$ cat src/rtl/tp_pkg.sv
package tp_pkg;

  // Outcome of one bit lane for one event
  typedef enum logic [1:0] {
    LANE_DROP = 2'd0,   // bit suppressed or not fired
    LANE_THRU = 2'd1,   // passed without counting (unity, bypass, no slot)
    LANE_HIT  = 2'd2    // counter expired: pass and reload
  } lane_res_t;

  localparam int DEF_NBITS  = 8;
  localparam int DEF_NSLOTS = 5;
  localparam int DEF_CW     = 16;

endpackage

$ cat src/rtl/tp_slot_map.sv
module tp_slot_map #(
  parameter int NSLOTS = 5,
  parameter int OFSW   = 4
) (
  input  logic signed [OFSW-1:0] offset_i,
  output logic [NSLOTS-1:0]      hit_o,
  output logic                   in_range_o
);

  localparam int HALF = NSLOTS / 2;
  localparam int LO   = -HALF;
  localparam int HI   = NSLOTS - 1 - HALF;

  int off_int;
  int idx;

  always_comb begin
    off_int    = int'(offset_i);
    in_range_o = (off_int >= LO) && (off_int <= HI);
    idx        = off_int + HALF;
  end

  for (genvar s = 0; s < NSLOTS; s++) begin : g_hit
    assign hit_o[s] = in_range_o && (idx == s);
  end

endmodule

$ cat src/rtl/tp_lane.sv
module tp_lane
  import tp_pkg::*;
#(
  parameter int NSLOTS = 5,
  parameter int CW     = 16
) (
  input  logic              clk,
  input  logic              rst_n,
  input  logic              load_i,
  input  logic              valid_i,
  input  logic [NSLOTS-1:0] hit_i,
  input  logic              bypass_i,
  input  logic              fired_i,
  input  logic [CW-1:0]     factor_i,
  output logic              pass_o
);

  logic [CW-1:0] cnt_q [NSLOTS];
  logic [CW-1:0] cnt_d [NSLOTS];
  logic [CW-1:0] cur   [NSLOTS];
  logic [NSLOTS-1:0] we;
  logic [CW-1:0] sel;
  logic          unity;
  logic          counted;
  logic          expire;
  lane_res_t     res;

  // next-state logic
  always_comb begin
    for (int s = 0; s < NSLOTS; s++) begin
      cur[s] = load_i ? factor_i : cnt_q[s];
    end
    sel = '0;
    for (int s = 0; s < NSLOTS; s++) begin
      if (hit_i[s]) sel = cur[s];
    end
    unity   = bypass_i || (factor_i <= CW'(1));
    counted = valid_i && fired_i && (|hit_i) && !unity;
    expire  = (sel <= CW'(1));

    if (!valid_i || !fired_i) res = LANE_DROP;
    else if (!counted)        res = LANE_THRU;
    else if (expire)          res = LANE_HIT;
    else                      res = LANE_DROP;
    pass_o = (res != LANE_DROP);

    for (int s = 0; s < NSLOTS; s++) begin
      cnt_d[s] = cur[s];
      we[s]    = load_i;
      if (counted && hit_i[s]) begin
        cnt_d[s] = expire ? factor_i : (sel - CW'(1));
        we[s]    = 1'b1;
      end
    end
  end

  // counter registers, one clock enable per slot
  for (genvar s = 0; s < NSLOTS; s++) begin : g_cnt
    always_ff @(posedge clk or negedge rst_n) begin
      if (!rst_n) begin
        cnt_q[s] <= CW'(1);
      end else if (we[s]) begin
        cnt_q[s] <= cnt_d[s];
      end
    end
  end

endmodule

$ cat src/rtl/trig_prescaler.sv
module trig_prescaler
  import tp_pkg::*;
#(
  parameter  int NBITS  = DEF_NBITS,
  parameter  int NSLOTS = DEF_NSLOTS,
  parameter  int CW     = DEF_CW,
  localparam int OFSW   = $clog2(NSLOTS) + 1
) (
  input  logic                   clk,
  input  logic                   rst_n,
  input  logic                   load_i,
  input  logic                   valid_i,
  input  logic signed [OFSW-1:0] offset_i,
  input  logic [NBITS-1:0]       bits_i,
  input  logic [NBITS*CW-1:0]    factors_i,
  input  logic                   bypass_i,
  output logic                   valid_o,
  output logic [NBITS-1:0]       bits_o
);

  logic [NSLOTS-1:0] hit;
  logic              in_range;
  logic [NBITS-1:0]  pass;
  logic              valid_d;
  logic [NBITS-1:0]  bits_d;
  logic              bits_en;

  tp_slot_map #(.NSLOTS(NSLOTS), .OFSW(OFSW)) u_map (
    .offset_i   (offset_i),
    .hit_o      (hit),
    .in_range_o (in_range)
  );

  for (genvar b = 0; b < NBITS; b++) begin : g_lane
    tp_lane #(.NSLOTS(NSLOTS), .CW(CW)) u_lane (
      .clk      (clk),
      .rst_n    (rst_n),
      .load_i   (load_i),
      .valid_i  (valid_i),
      .hit_i    (hit),
      .bypass_i (bypass_i),
      .fired_i  (bits_i[b]),
      .factor_i (factors_i[b*CW +: CW]),
      .pass_o   (pass[b])
    );
  end

  // output next-state: clear on idle cycles, load on events
  always_comb begin
    valid_d = valid_i;
    bits_en = valid_i || valid_o;
    bits_d  = valid_i ? pass : '0;
  end

  always_ff @(posedge clk or negedge rst_n) begin
    if (!rst_n) begin
      valid_o <= 1'b0;
    end else begin
      valid_o <= valid_d;
    end
  end

  always_ff @(posedge clk or negedge rst_n) begin
    if (!rst_n) begin
      bits_o <= '0;
    end else if (bits_en) begin
      bits_o <= bits_d;
    end
  end

endmodule

$ cat config.mk
export PLATFORM = sky130hd
export DESIGN_NAME = trig_prescaler
export DESIGN_NICKNAME = d
export VERILOG_FILES = /design/src/rtl/tp_pkg.sv /design/src/rtl/tp_slot_map.sv /design/src/rtl/tp_lane.sv /design/src/rtl/trig_prescaler.sv
export SDC_FILE = /design/constraint.sdc
export NUM_CORES = 2
export LEC_CHECK = 0
export BUFFER_PORTS_ARGS = -buffer_cell sky130_fd_sc_hd__buf_2
export CAP_MARGIN = 0
export CORE_MARGIN = 3
export CORE_UTILIZATION = 40
export CTS_CLUSTER_DIAMETER = 40
export CTS_CLUSTER_SIZE = 20
export DETAILED_ROUTE_END_ITERATION = 10
export PLACE_DENSITY = 0.56
export SLEW_MARGIN = 30
export SYNTH_ARGS = -nofsm -noshare
export SYNTH_HDL_FRONTEND = slang
export SYNTH_SLANG_ARGS = --single-unit
export TNS_END_PERCENT = 20
$ cat constraint.sdc
create_clock -name clk -period 5.7 [get_ports clk]
set_input_delay 0.855 -clock clk [delete_from_list [all_inputs] [get_ports clk]]
set_output_delay 0.855 -clock clk [all_outputs]
set_load 0.1 [all_outputs]
==> results.ini <==
[sta]
rsz0062_at_grt = no
slew_violations = 0
finalSetupTns_ns = 0
max_freq_mhz = 194
fin_crit_sh_pct = 90.5
skew_ns = 0.0396
post-route-min-period_ns = 5.16
timing.final.ws_setup_ns = 0.540
relSlewSlack_pct = 34.2
finalHoldViolCount = 0
worst_pin_slew_ns = 0.983
setup_violations = 0

[synthesis]
postSynth.asyncResetShare_pct = 100
syn_inst = 4999
syn-num-nets = 5162
synth-seq-cells = 649
synth_flop_cell = dfrtp_1
seq_area_frac_synth_pct = 37.4
synth.avg_cell_area_um2 = 8.71
yosys_warnings = 0
synthDistinctLibCells = 117
syn_area_um2 = 43500
synth_edf_count = 0

[power_and_ir_drop]
p_leak_nw = 21.2
peakVddDrop_uv = 259
power.density_nw_per_um2 = 339

[global_routing]
grt_max_degree = 151
antenna_found_initial = 21
grt_pass1_wl_mm = 292
grt_pass1_vias = 42100
grt_usage_pct = 34.6
grt_remaining_overflow = 0

[clocking]
cts_hold_buf = 0
cts_resized = 0
clk_latency_ns = 0.75
root_buffer = clkbuf_16
h-tree-depth = 4
ctsLongestPathBuffers = 3
path_clk_slew_ns = 0.05
cts_buffers = 137
cts_tree = built
post_cts_buffers = 0
cts_sinks = 649

[route]
drt_iter0_markers = 5261
drt_first_pass_iters = 7
wl_per_cell_um = 29.9
viasPerCell = 6.64
routed_wl_mm = 200
postRouteAntennaNets = 0
drc_errors = 0
vias = 44400

[worst_setup_path]
critical_path_class = in -> reg
cp.arrival_ns = 5.77
crit_path_end_kind = register
worst_r2r_path_depth = 12
required_ns = 6.31
timing.rr.start = g_lane[6].u_lane.cnt_q[33]$_DFFE_PN0P_
start_kind = input pin
crit_fanout = 16
r2r_end = g_lane[6].u_lane.cnt_q[29]$_DFFE_PN0P_
r2r_slack_ns = 1.70

[floorplan]
die_h_um = 336
rows = 120
die_w_um = 336
core_um2 = 108000
die-area_um2 = 113000
start_util_pct = 40.5
num_io_pins = 154

[final_layout]
drive_above_1_share_pct = 18.1
final_common_cell = dfrtp_1
final_cell_mix = dfrtp_1, nor2_1, a21oi_1
area_growth_pct = 18.3
fillerInstances = 10300
nets = 5319

[place]
pre_cts_slack_ns = 0.0650
gp_congestion = 0.963
dp_hpwl_mm = 136
portBuffers = 153

[outcome]
status = finished clean

[min_path]
hold_path_class = in -> async

[flow_run]
cap_violations = 0

## flip-flops by register name, summed over array words and instances, names as in the netlist
name	cells
g_lane.u_lane.cnt_q	640
bits_o	8
valid_o	1
## cell type report
class	instances	area [um2]	area share, %
Clock buffer	185	3890	7.57
Tap cell	1403	1760	3.41
Multi-Input combinational cell	3788	24700	48.0
Timing Repair Buffer	435	3270	6.35
Clock inverter	63	965	1.87
Inverter	145	552	1.07
Antenna cell	14	35.0	0.0680
Sequential cell	649	16300	31.6
## logic make-up after synthesis
family	count (synthesis)	share of synthesized area, %
mux	367	8.77
flops	649	37.4
simple gates	1608	18.3
xor+xnor	78	1.57
fa+ha+maj	18	0.517
buf+inv	562	6.32
compound gates	1717	27.1
## worst max path at each step
stage	from	end	slack, ns
2_1_floorplan	offset_i[2]	g_lane[6].u_lane.cnt_q[71]$_DFFE_PN0P_	0.74
3_3_place_gp	offset_i[2]	g_lane[7].u_lane.cnt_q[64]$_DFFE_PN1P_	0.22
3_5_place_dp	offset_i[2]	g_lane[1].u_lane.cnt_q[38]$_DFFE_PN0P_	0.07
4_1_cts	offset_i[2]	g_lane[1].u_lane.cnt_q[38]$_DFFE_PN0P_	0.87
5_1_grt	offset_i[2]	g_lane[1].u_lane.cnt_q[38]$_DFFE_PN0P_	0.40
6_report	offset_i[2]	g_lane[1].u_lane.cnt_q[75]$_DFFE_PN0P_	0.54
## Yosys cell counts, drive strengths merged (32+ instances only)
library cell	count	area (um2)
a31oi	85	551
o221a	54	608
nor2b	78	488
nor3	203	1030
nand3	131	673
a21boi	51	383
o211ai	34	269
nor2	471	1810
dfrtp	609	15200
a21o	39	293
a22oi	32	240
dfstp	40	1050
inv	144	541
buf	222	1470
nor4	50	394
nand2b	38	238
a211oi	202	1530
and2	79	494
and3	53	332
clkbuf	195	733
nand2	356	1350
xnor2	41	359
or3	35	224
mux2i	297	3030
o21ai	333	1680
xor2	37	324
nand4	37	244
a21oi	417	2090
a221oi	88	783
o221ai	36	322
o22ai	39	244
mux2	70	788
a221o	35	350
## per-layer routing
layer / vias to the layer above / wire, um / track usage [%]
li1: 19100 / - / -
met2: 2805 / 85200 / 51.1
met1: 21800 / 82100 / 47.5
met3: 582 / 22000 / 8.50
met4: 12 / 10200 / 16.3
met5: - / 109 / 0
## through the flow
| step | utilization (%) | total power, mW | hold WS [ns] | area [um2] | std cells |
|---|---|---|---|---|---|
| 4_1_cts | 47.8 | 17.4 | 0.163 | 51400 | 6667 |
| 6_report | 47.9 | 17.5 | 0.163 | 51500 | 6682 |
| 3_5_place_dp | 43.3 | 8.87 | 0.473 | 46600 | 6419 |
| 5_1_grt | 47.9 | 18.0 | 0.189 | 51500 | 6669 |
| 3_3_place_gp | 43.3 | 8.84 | 0.468 | 46500 | 6419 |
| 2_1_floorplan | - | 7.60 | 0.455 | 43500 | 4999 |
## power by group
| part | leakage (nW) | internal, mW | switching, mW |
|---|---|---|---|
| combinational | 11.3 | 1.21 | 2.45 |
| clock | 2.37 | 5.77 | 2.77 |
| sequential | 7.58 | 5.06 | 0.198 |
## critical path: stages
cell and delay, ns:
buf_2 0.22, inv_2 0.08, ha_4 0.32, buf_4 0.22, nor3b_4 0.22, buf_4 0.27
o21ai_4 0.16, nand2_1 0.76, o211ai_1 0.29, a2111oi_0 0.56, buf_4 0.19, and4_1 0.27
and3_1 0.57, nor2_1 0.36, a221oi_1 0.40
No activity file was read; power rests on OpenSTA's default activity.
